===== src/rtl/i2c_mrx_pkg.sv =====
package i2c_mrx_pkg;

    typedef enum logic [1:0] {
        COND_NONE    = 2'd0,
        COND_STOP    = 2'd1,
        COND_RESTART = 2'd2
    } cond_e;

    typedef struct packed {
        logic stb;
        logic nack;
    } ack_t;

    // Acknowledge slot value: 1 = NACK. With the delayed bit set the
    // decision comes from the value saved at the previous byte.
    function automatic logic pick_nack(input logic dly, input logic saved, input logic live);
        return dly ? !saved : !live;
    endfunction

endpackage


===== src/rtl/i2c_mrx_shift.sv =====
module i2c_mrx_shift #(
    parameter int DATA_W = 8
) (
    input  logic              clk,
    input  logic              rst,
    input  logic              enable,
    input  logic              bit_stb,
    input  logic              bit_in,
    input  logic              held,
    output logic              byte_done,
    output logic [DATA_W-1:0] byte_val
);
    localparam int CNT_W = $clog2(DATA_W);
    localparam logic [CNT_W-1:0] LAST = CNT_W'(DATA_W - 1);

    logic [CNT_W-1:0]  cnt_q;
    logic [DATA_W-2:0] sh_q;
    logic              take;

    assign take      = bit_stb && !held;
    assign byte_done = take && (cnt_q == LAST);
    assign byte_val  = {sh_q, bit_in};

    always_ff @(posedge clk) begin
        if (rst || !enable) begin
            cnt_q <= '0;
            sh_q  <= '0;
        end else if (take) begin
            sh_q  <= byte_val[DATA_W-2:0];
            cnt_q <= (cnt_q == LAST) ? '0 : cnt_q + 1'b1;
        end
    end
endmodule


===== src/rtl/i2c_mrx_ackpol.sv =====
module i2c_mrx_ackpol
    import i2c_mrx_pkg::*;
(
    input  logic clk,
    input  logic rst,
    input  logic enable,
    input  logic ctl_wr,
    input  logic ctl_ack_en,
    input  logic ctl_pos,
    input  logic byte_done,
    input  logic cond_fire,
    output logic ack_en_q,
    output logic pos_q,
    output logic nack_now
);
    logic saved_q;

    assign nack_now = pick_nack(pos_q, saved_q, ack_en_q);

    always_ff @(posedge clk) begin
        if (rst || !enable) begin
            ack_en_q <= 1'b0;
            pos_q    <= 1'b0;
            saved_q  <= 1'b1;
        end else begin
            if (ctl_wr)
                ack_en_q <= ctl_ack_en;
            if (cond_fire)
                pos_q <= 1'b0;
            else if (ctl_wr)
                pos_q <= ctl_pos;
            if (cond_fire)
                saved_q <= 1'b1;
            else if (byte_done)
                saved_q <= ack_en_q;
        end
    end
endmodule


===== src/rtl/i2c_mrx_hold.sv =====
module i2c_mrx_hold #(
    parameter int DATA_W = 8
) (
    input  logic              clk,
    input  logic              rst,
    input  logic              enable,
    input  logic              byte_done,
    input  logic [DATA_W-1:0] byte_val,
    input  logic              dr_rd,
    output logic [DATA_W-1:0] dr_data,
    output logic              rxne,
    output logic              btf
);
    logic [DATA_W-1:0] park_q;

    always_ff @(posedge clk) begin
        if (rst || !enable) begin
            dr_data <= '0;
            park_q  <= '0;
            rxne    <= 1'b0;
            btf     <= 1'b0;
        end else if (dr_rd && rxne) begin
            if (btf) begin
                dr_data <= park_q;
                btf     <= 1'b0;
            end else if (byte_done) begin
                dr_data <= byte_val;
            end else begin
                rxne <= 1'b0;
            end
        end else if (byte_done) begin
            if (!rxne) begin
                dr_data <= byte_val;
                rxne    <= 1'b1;
            end else begin
                park_q <= byte_val;
                btf    <= 1'b1;
            end
        end
    end
endmodule


===== src/rtl/i2c_mrx_cond.sv =====
module i2c_mrx_cond
    import i2c_mrx_pkg::*;
(
    input  logic clk,
    input  logic rst,
    input  logic enable,
    input  logic req_stop,
    input  logic req_restart,
    input  logic byte_done,
    input  logic btf,
    output logic cond_fire,
    output logic gen_stop,
    output logic gen_restart
);
    logic  want_stop_q, want_rs_q, armed_q;
    logic  any_want;
    cond_e out_q;

    assign any_want    = want_stop_q || want_rs_q;
    assign cond_fire   = any_want && armed_q && !btf;
    assign gen_stop    = (out_q == COND_STOP);
    assign gen_restart = (out_q == COND_RESTART);

    always_ff @(posedge clk) begin
        if (rst || !enable) begin
            want_stop_q <= 1'b0;
            want_rs_q   <= 1'b0;
            armed_q     <= 1'b0;
            out_q       <= COND_NONE;
        end else if (cond_fire) begin
            out_q       <= want_stop_q ? COND_STOP : COND_RESTART;
            want_stop_q <= req_stop;
            want_rs_q   <= req_restart;
            armed_q     <= 1'b0;
        end else begin
            out_q <= COND_NONE;
            if (req_stop)
                want_stop_q <= 1'b1;
            if (req_restart)
                want_rs_q <= 1'b1;
            if ((any_want || req_stop || req_restart) && (byte_done || btf))
                armed_q <= 1'b1;
        end
    end
endmodule


===== src/rtl/i2c_mrx_ack.sv =====
module i2c_mrx_ack
    import i2c_mrx_pkg::*;
#(
    parameter int DATA_W = 8
) (
    input  logic              clk,
    input  logic              rst,
    input  logic              enable,
    input  logic              bit_stb,
    input  logic              bit_in,
    output logic              hold_scl,
    output logic              ack_stb,
    output logic              ack_nack,
    output logic              gen_stop,
    output logic              gen_restart,
    input  logic              ctl_wr,
    input  logic              ctl_ack_en,
    input  logic              ctl_pos,
    input  logic              req_stop,
    input  logic              req_restart,
    input  logic              dr_rd,
    output logic [DATA_W-1:0] dr_data,
    output logic              rxne,
    output logic              btf,
    output logic              ack_en_q,
    output logic              pos_q
);
    logic              byte_done, nack_now, cond_fire;
    logic [DATA_W-1:0] byte_val;
    ack_t              ack_q;

    assign hold_scl = btf;
    assign ack_stb  = ack_q.stb;
    assign ack_nack = ack_q.nack;

    i2c_mrx_shift #(.DATA_W(DATA_W)) u_shift (
        .clk(clk), .rst(rst), .enable(enable),
        .bit_stb(bit_stb), .bit_in(bit_in), .held(btf),
        .byte_done(byte_done), .byte_val(byte_val)
    );

    i2c_mrx_ackpol u_pol (
        .clk(clk), .rst(rst), .enable(enable),
        .ctl_wr(ctl_wr), .ctl_ack_en(ctl_ack_en), .ctl_pos(ctl_pos),
        .byte_done(byte_done), .cond_fire(cond_fire),
        .ack_en_q(ack_en_q), .pos_q(pos_q), .nack_now(nack_now)
    );

    i2c_mrx_hold #(.DATA_W(DATA_W)) u_hold (
        .clk(clk), .rst(rst), .enable(enable),
        .byte_done(byte_done), .byte_val(byte_val), .dr_rd(dr_rd),
        .dr_data(dr_data), .rxne(rxne), .btf(btf)
    );

    i2c_mrx_cond u_cond (
        .clk(clk), .rst(rst), .enable(enable),
        .req_stop(req_stop), .req_restart(req_restart),
        .byte_done(byte_done), .btf(btf),
        .cond_fire(cond_fire), .gen_stop(gen_stop), .gen_restart(gen_restart)
    );

    always_ff @(posedge clk) begin
        if (rst || !enable)
            ack_q <= '0;
        else
            ack_q <= '{stb: byte_done, nack: nack_now};
    end
endmodule


===== config.mk =====
export PLATFORM = sky130hd
export DESIGN_NAME = i2c_mrx_ack
export DESIGN_NICKNAME = d
export VERILOG_FILES = /design/src/rtl/i2c_mrx_pkg.sv /design/src/rtl/i2c_mrx_shift.sv /design/src/rtl/i2c_mrx_ackpol.sv /design/src/rtl/i2c_mrx_hold.sv /design/src/rtl/i2c_mrx_cond.sv /design/src/rtl/i2c_mrx_ack.sv
export SDC_FILE = /design/constraint.sdc
export NUM_CORES = 1
export LEC_CHECK = 0
export CORE_UTILIZATION = 55
export CTS_CLUSTER_DIAMETER = 30
export CTS_CLUSTER_SIZE = 25
export DETAILED_ROUTE_END_ITERATION = 7
export PLACE_DENSITY = 0.92
export SLEW_MARGIN = 30
export SYNTH_ARGS = -nofsm -noshare
export SYNTH_HDL_FRONTEND = slang
export SYNTH_SLANG_ARGS = --single-unit

===== constraint.sdc =====
create_clock -name clk -period 2.6 [get_ports clk]
set_input_delay 0.39 -clock clk [delete_from_list [all_inputs] [get_ports clk]]
set_output_delay 0.39 -clock clk [all_outputs]
set_load 0.01 [all_outputs]

After elaboration in Yosys (flattened, before gate mapping)
Index checks and enable logic that the tools add are counted.
W data, S select, Z words.
{"block": "classes", "add_sub_neg": 1, "n_eq_ne": 6, "mux": 16, "bitwise": 2, "n_reduce_logical": 26}
{"operator": "$mux W8", "count": 5}
{"operator": "$mux W1", "count": 9}
{"operator": "$reduce_and A3 Y1", "count": 3}
{"operator": "$reduce_bool A2 Y1", "count": 4}
{"operator": "$logic_and A1 B1 Y1", "count": 6}
{"operator": "$ne A2 B2 Y1 const B", "count": 3}
{"operator": "$reduce_or A2 Y1", "count": 3}
{"operator": "$logic_or A1 B1 Y1", "count": 5}
{"operator": "$logic_not A1 Y1", "count": 4}
{"operator": "$add A3 B1 Y3 const B", "count": 1}
{"operator": "$eq A3 B3 Y1 const B", "count": 1}
{"operator": "$mux W3", "count": 1}
{"operator": "$eq A2 B1 Y1 const B", "count": 1}
{"operator": "$eq A2 B2 Y1 const B", "count": 1}
{"operator": "$mux W2", "count": 1}
{"operator": "$not A1 Y1", "count": 2}
{"operator": "$reduce_and A2 Y1", "count": 1}
{"block": "word_totals", "reg_bits": 38, "input_bits": 11, "out_inout_bits": 17, "elab_cells": 66}

Depth between registers and ports, before layout
Gate-level depths: netlist of the first run.
{"block": "logic_depth", "word_depth": 6, "ltp_mapped": 7, "ltp_nobuf": 5}

Hierarchy
From an unflattened synthesis of the first run, not the netlist that was laid out.
{"block": "unflattened", "hier_cells": 158, "area_unflattened_um2": 1620.3}
{"mod": "i2c_mrx_hold", "instances": 1, "cells_each": 70, "area_per_inst_um2": 778.2, "seq_area_each_um2": 360.3}
{"mod": "i2c_mrx_shift", "instances": 1, "cells_each": 50, "area_per_inst_um2": 452.9, "seq_area_each_um2": 200.2}
{"mod": "i2c_mrx_cond", "instances": 1, "cells_each": 22, "area_per_inst_um2": 188.9, "seq_area_each_um2": 100.1}
{"mod": "i2c_mrx_ackpol", "instances": 1, "cells_each": 11, "area_per_inst_um2": 135.1, "seq_area_each_um2": 60.1}
{"mod": "i2c_mrx_ack", "instances": 1, "cells_each": 5, "area_per_inst_um2": 65.1, "seq_area_each_um2": 40.0}

Least setup slack after synthesis of the first run
OpenSTA, ideal clock, no wires.
{"block": "synth_path", "kind": "reg-to-reg", "startpoint": "register u_shift.cnt_q[0]", "endpoint": "register u_hold.dr_data[1]", "setup_ns": 0.079, "t_arrival_ns": 1.468, "required_ns": 2.521, "setup_slack_ns": 1.053, "stages_incl_launch_ff": 8, "path_buffers": 2, "synth_period_minus_slack_ns": 1.547, "path_cell_list": "dfxtp_1 -> ha_1 -> ha_1 -> a21o_1 -> buf_2 -> and3_4 -> buf_6 -> a211oi_2"}
{"block": "synth_between", "elab_chain_len": 4, "word_cells_on_any_way": 5, "classes_between": "1 x eq/ne; 4 x reduce/logical"}
{"element": "start: declaration", "line_no": "i2c_mrx_shift.sv:16", "text": "logic [CNT_W-1:0] cnt_q;"}
{"element": "start signal: assignment", "line_no": "i2c_mrx_shift.sv:30", "text": "cnt_q <= (cnt_q == LAST) ? '0 : cnt_q + 1'b1;"}
{"element": "$eq A3 B3 Y1 (*)", "line_no": "i2c_mrx_shift.sv:21", "text": "assign byte_done = take && (cnt_q == LAST);"}
{"element": "$logic_and A1 B1 Y1 (*)", "line_no": "i2c_mrx_shift.sv:21"}
{"element": "$reduce_bool A2 Y1 (no line)"}
{"element": "$reduce_and A3 Y1 (no line) (*)"}
{"element": "end signal: assignment", "line_no": "i2c_mrx_hold.sv:24", "text": "dr_data <= park_q;"}
{"element": "end signal: assignment", "line_no": "i2c_mrx_hold.sv:27", "text": "dr_data <= byte_val;"}
{"element": "end signal: assignment", "line_no": "i2c_mrx_hold.sv:33", "text": "dr_data <= byte_val;"}
{"element": "end: declaration", "line_no": "i2c_mrx_hold.sv:10", "text": "output logic [DATA_W-1:0] dr_data,"}
Mark *: on every way between the ends. The rest lies on a longest branch, timed or not.
A chain may end at the register's enable or synchronous reset.

Final worst setup path of the first run
{"block": "layout_path", "startpoint": "register u_hold.btf", "endpoint": "output port btf"}
{"element": "start: declaration", "line_no": "i2c_mrx_hold.sv:12", "text": "output logic btf"}
{"element": "start signal: assignment", "line_no": "i2c_mrx_hold.sv:21", "text": "btf <= 1'b0;"}
{"element": "start signal: assignment", "line_no": "i2c_mrx_hold.sv:25", "text": "btf <= 1'b0;"}
{"element": "start signal: assignment", "line_no": "i2c_mrx_hold.sv:37", "text": "btf <= 1'b1;"}
{"element": "end: declaration", "line_no": "i2c_mrx_ack.sv:24", "text": "output logic btf,"}
No word-level cell between the ends.

==> results of run 1 <==
-- registers in the layout, summed over array words and instances, names as in the netlist --
signal	cells
u_hold.dr_data	8
u_hold.park_q	8
u_shift.sh_q	7
u_shift.cnt_q	3
u_cond.out_q	2
ack_nack	1
ack_stb	1
u_cond.armed_q	1
u_cond.want_rs_q	1
u_cond.want_stop_q	1
u_hold.btf	1
u_hold.rxne	1
u_pol.ack_en_q	1
u_pol.pos_q	1
u_pol.saved_q	1
-- layout make-up --
class / count / area, µm² / share of cell area [%]
flip-flops and latches: 38 / 761 / 39.8
well taps: 31 / 38.8 / 2.03
clock inverters: 1 / 5.00 / 0.262
inverters: 4 / 15.0 / 0.786
repair buffers: 29 / 285 / 14.9
multi-input cells: 118 / 751 / 39.3
clock buffers: 7 / 55.1 / 2.88
-- power by group through the flow --
stage          logic [mW]  registers (mW)  clock network, mW
5_1_grt            0.0597           0.592              0.344
3_5_place_dp       0.0546           0.604                  0
2_1_floorplan      0.0264           0.604                  0
3_3_place_gp       0.0528           0.604                  0
6_report           0.0550           0.591              0.312
4_1_cts            0.0548           0.591              0.322
-- tightest hold or removal path, cell delays in order, from the launching register on --
cell and delay [ps]:
dfxtp_1 340, inv_1 50, nor4_1 40
-- routing by layer --
metal	wire (µm)	track usage, %
met1	1450	28.0
met2	1570	35.4
met3	205	6.98
met4	47	6.27
met5	0	0
-- worst max-delay path by stage --
stage	startpoint	end	slack, ps	cells past startpoint
floorplan	u_shift.cnt_q[0]	u_hold.dr_data[1]	1050	7
global placement	bit_stb	u_pol.saved_q	810	5
detailed placement	bit_stb	u_hold.dr_data[2]	740	4
CTS	u_hold.btf	btf	540	1
global route	u_hold.btf	hold_scl	450	1
finish	u_hold.btf	btf	560	1
-- cells in the mapped netlist (2+ instances only) --
library cell | n | area [µm²]
nand2b_1 | 5 | 31.3
inv_1 | 3 | 11.3
clkbuf_1 | 3 | 11.3
a21oi_1 | 21 | 105
buf_6 | 3 | 33.8
mux2i_1 | 11 | 110
dfxtp_1 | 38 | 761
nand2_1 | 18 | 67.6
a211oi_2 | 8 | 100
buf_4 | 2 | 15.0
o21ai_0 | 9 | 45.0
nor2_1 | 9 | 33.8
a31oi_1 | 8 | 50.1
ha_1 | 2 | 25.0
nor2b_1 | 4 | 25.0
buf_2 | 5 | 25.0
nand3_1 | 9 | 45.0
-- through the flow --
step           power, mW  hold WS [ps]  cell area (µm²)  worst slack [ps]
3_5_place_dp       0.659           453             1850               743
6_report           0.958           471             1910               556
2_1_floorplan      0.631           414             1620              1050
5_1_grt            0.995           496             1910               448
4_1_cts            0.968           472             1910               542
3_3_place_gp       0.657           438             1850               814
-- kinds of logic after synthesis --
group                    Yosys count  synth area share (%)
multiplexers                      11                  6.82
adder cells (fa/ha/maj)            2                  1.55
AND/OR/NAND/NOR                   54                  17.0
flip-flops                        38                  47.1
buffers and inverters             18                  6.43
AO/OA/AOI/OAI                     51                  21.1
==> impl_metrics.ini, run 1 <==
[placement]
port_buffers = 27
place_congestion = 0.790
dp.cells = 220
dp_hpwl_um = 2310

[layout]
antenna_cells = 0
drive_gt1_share_pct = 9.64
mostFrequentLayoutCells = dfxtp_1, clkdlybuf4s50_1, a21oi_1
fillCellCount = 216
final_common_cell = dfxtp_1
fin_util_pct = 69.3
syn_to_final_growth_pct = 18.3
final_nets = 209
layoutNonFillerInstCount = 228

[sta]
fin_skew_ps = 6.38
slew_headroom_pct = 64.2
layout_min_cycle_time_ps = 2040
max_slew.worst_pin.slew_ps = 536
hold_viol = 0
max_freq_mhz = 489
fin_crit_sh_pct = 78.6
setup_violations = 0
rsz0062_at_grt = no
maxSlewViolCount = 0
tns_ps = 0

[yosys]
synth_seq_cells = 38
ys_seq_area_share_pct = 47.1
ys_types = 33
synth-async-reset-ratio_pct = 0
ys_warn_count = 0
synth-main-ff-cell = dfxtp_1
synth_nets = 187
syn_inst = 174
syn_area_mm2 = 0.00162
avgSynthCellArea_um2 = 9.28
synth_edf_count = 0

[global_routing]
overflow = 0
grt_max_degree = 32
antenna_found_initial = 0
first_global_vias = 1168
grt_use_total_pct = 21.8
grt_first_pass_wirelength_um = 5350

[worst_setup_path]
critPathTopFamily = flip-flops
crit_buf_inv = 1
critPathArrivalTime_ps = 1650
cp-start-kind = flip-flop
path_class = flip-flop to output pin
cp_slowest_cell = dfxtp_1
reg2reg_slack_ps = 850
path_max_fanout = 18
slowest_delay_ps = 670
worstRegToRegCells = 5
endpoint_kind = output pin
cp.required_ps = 2210
r2r-end = u_hold.dr_data[2]
worstPathCellList = clkdlybuf4s50_1
reg2reg_from = u_shift.cnt_q[0]

[route]
routedWlPerCell_um = 14.3
firstDrtPassIters = 4
drt_iter0_drc = 44
via_per_inst = 5.81
vias = 1324
drt_wl_total_um = 3270
drc = 0
ant_nets = 0

[outcome]
status = finished, final reports clean

[flow_run]
max_cap_violations = 0

[power_and_ir_drop]
p_switching_mw = 0.213
p_seq_share_pct = 61.7
p_sw_share_pct = 22.2
p_int_mw = 0.745
combPwrFrac_pct = 5.7
ir_drop_v = 0.000428
p_leak_nw = 0.687
power.density_mw_per_mm2 = 501
power_frac_clock_pct = 32.6

[clocking]
post_cts_buffers = 0
path_clk_slew_ps = 100
insertion_delay_ps = 340
hold_buffers = 0
clockBufferDepth = 2
htree_levels = 2
numCtsBuffers = 5
root_buffer = clkbuf_4
cts_tree = built
cts.repair.resized = 0
clkSinkCount = 38

[hold_path]
hp-class = flip-flop to flip-flop
holdPathStages = 2
min_to = u_cond.out_q[1]
min_from = u_cond.want_rs_q

[die]
dieArea_mm2 = 0.00316
chipHeight_um = 56.2
core_area_mm2 = 0.00276
start_util_pct = 58.6
rows = 19
pin_count = 28
die_x_um = 56.2
No activity file was read; power rests on OpenSTA's default activity.
==> run 2, diff against run 1 <==
Settings changed: CORE_UTILIZATION 55 to 51, PLACE_DENSITY 0.92 to 0.86.
Clock period 2.6 ns to 2.1 ns, I/O delays scaled along.
==> run 2 against run 1 <==
Against the previous run:
- first-iteration DRC count rose by 110%
- hold slack got worse by 1.1 ps
- register-to-register slack got worse by 430 ps
- final area rose by 2.2%
- critical endpoint unchanged
- global-route usage rose by 2.6 points
==> impl_metrics.ini, run 2 (synthesis gave the netlist of run 1 again) <==
[outcome]
status = finished, final reports clean

[clocking]
path_clk_slew_ps = 100
clockBufferDepth = 2
cts_tree = built
clkSinkCount = 38
post_cts_buffers = 0
root_buffer = clkbuf_4
numCtsBuffers = 5
htree_levels = 2
insertion_delay_ps = 360

[power_and_ir_drop]
p_seq_share_pct = 56.6
p_sw_share_pct = 22.1
power.density_mw_per_mm2 = 663
p_switching_mw = 0.286
power_frac_clock_pct = 38.0
ir_drop_v = 0.000550
p_leak_nw = 0.701
p_int_mw = 1.01
combPwrFrac_pct = 5.5

[sta]
rsz0062_at_grt = no
fin_crit_sh_pct = 85.3
hold_ws_ps = 470
setup_violations = 0
max_slew.worst_pin.slew_ps = 340
hold_viol = 0
fin_skew_ps = 9.04
max_freq_mhz = 558
tns_ps = 0
layout_min_cycle_time_ps = 1790
maxSlewViolCount = 0
slew_headroom_pct = 77.3

[global_routing]
grt_first_pass_wirelength_um = 6130
overflow = 0
grt_max_degree = 24
antenna_found_initial = 0
grt_use_total_pct = 24.5
first_global_vias = 1348

[placement]
dp_hpwl_um = 2640
port_buffers = 27
place_congestion = 0.806

[die]
dieArea_mm2 = 0.00340
start_util_pct = 53.3
chipHeight_um = 58.3
rows = 20
pin_count = 28
core_area_mm2 = 0.00303
die_x_um = 58.3

[worst_setup_path]
cp_slowest_cell = clkdlybuf4s50_1
cp.depth = 1
cp.required_ps = 1780
worstPathCellList = clkdlybuf4s50_1
path_max_fanout = 18
slowest_delay_ps = 600
path_class = flip-flop to output pin
endpoint_kind = output pin
worstRegToRegCells = 5
crit_buf_inv = 1
critPathTopFamily = buffers and inverters
cp-start-kind = flip-flop
critPathArrivalTime_ps = 1480

[route]
routedWlPerCell_um = 14.6
drc = 0
via_per_inst = 5.67
firstDrtPassIters = 4
drt_wl_total_um = 3530
drt_iter0_drc = 92
vias = 1373
ant_nets = 0

[layout]
multi_input_area_um2 = 751
largestRegisters = u_hold.dr_data x8, u_hold.park_q x8, u_shift.sh_q x7
final_nets = 210
final_common_cell = dfxtp_1
regArea_um2 = 762
syn_to_final_growth_pct = 20.9
antenna_cells = 0
fillCellCount = 259
drive_gt1_share_pct = 11.1
mostFrequentLayoutCells = dfxtp_1, clkdlybuf4s50_1, a21oi_1

[hold_path]
hp-class = flip-flop to flip-flop
holdPathStages = 1

[flow_run]
max_cap_violations = 0
## run 2: changes by cell type in the layout (fill, tap and decap cells not counted)
cell / delta
buf_4: +1
bufinv_16: +1
clkbuf_1: -1
clkbuf_8: -1
clkinv_2: +1
dfxtp_1: -1
dfxtp_2: +1
## run 2: power groups by stage
| stage | Sequential (mW) | Combinational [mW] | Clock, mW |
|---|---|---|---|
| detailed placement | 0.748 | 0.0702 | 0 |
| finish | 0.732 | 0.0706 | 0.492 |
| CTS | 0.732 | 0.0708 | 0.501 |
| floorplan | 0.748 | 0.0326 | 0 |
| global route | 0.734 | 0.0783 | 0.536 |
| global placement | 0.748 | 0.0670 | 0 |
## run 2: metal layers
layer | share of wire [%] | routed length, µm | GRT usage, %
met1 | 42 | 1470 | 28.9
met2 | 51 | 1800 | 40.6
met3 | 4.4 | 154 | 5.13
met4 | 3.0 | 105 | 15.0
met5 | 0 | 0 | 0
## run 2: final timing paths
kind                                       start  slack (ps)                end
worst max register to register  u_shift.cnt_q[0]         420  u_hold.dr_data[1]
worst max-delay path                  u_hold.btf         310                btf
worst min register to register     u_pol.saved_q         470           ack_nack
worst min-delay path               u_pol.saved_q         470           ack_nack
## run 2: layout make-up
| cell class | instances | area share [%] |
|---|---|---|
| Sequential cell | 38 | 39.0 |
| Multi-Input combinational cell | 118 | 38.4 |
| Timing Repair Buffer | 30 | 15.0 |
| Tap cell | 44 | 2.82 |
| Clock inverter | 3 | 2.05 |
| Clock buffer | 5 | 1.92 |
| Inverter | 4 | 0.769 |
## run 2: timing repair
action / CTS / global route
hold buffers: 0 / 0
resized for setup: 0 / 1
setup endpoints to repair: 0 / 1
## run 2: per-stage QoR
stage                     setup slack (ps)  util [%]  instance area [µm²]  cells  total power [mW]
after floorplan                        553         -                 1620    174             0.781
after global placement                 410      61.9                 1870    234             0.815
after detailed placement               333      61.9                 1870    234             0.819
after CTS                             91.2      64.5                 1950    242              1.30
after global routing                   221      64.5                 1950    242              1.35
final                                  309      64.5                 1950    242              1.29
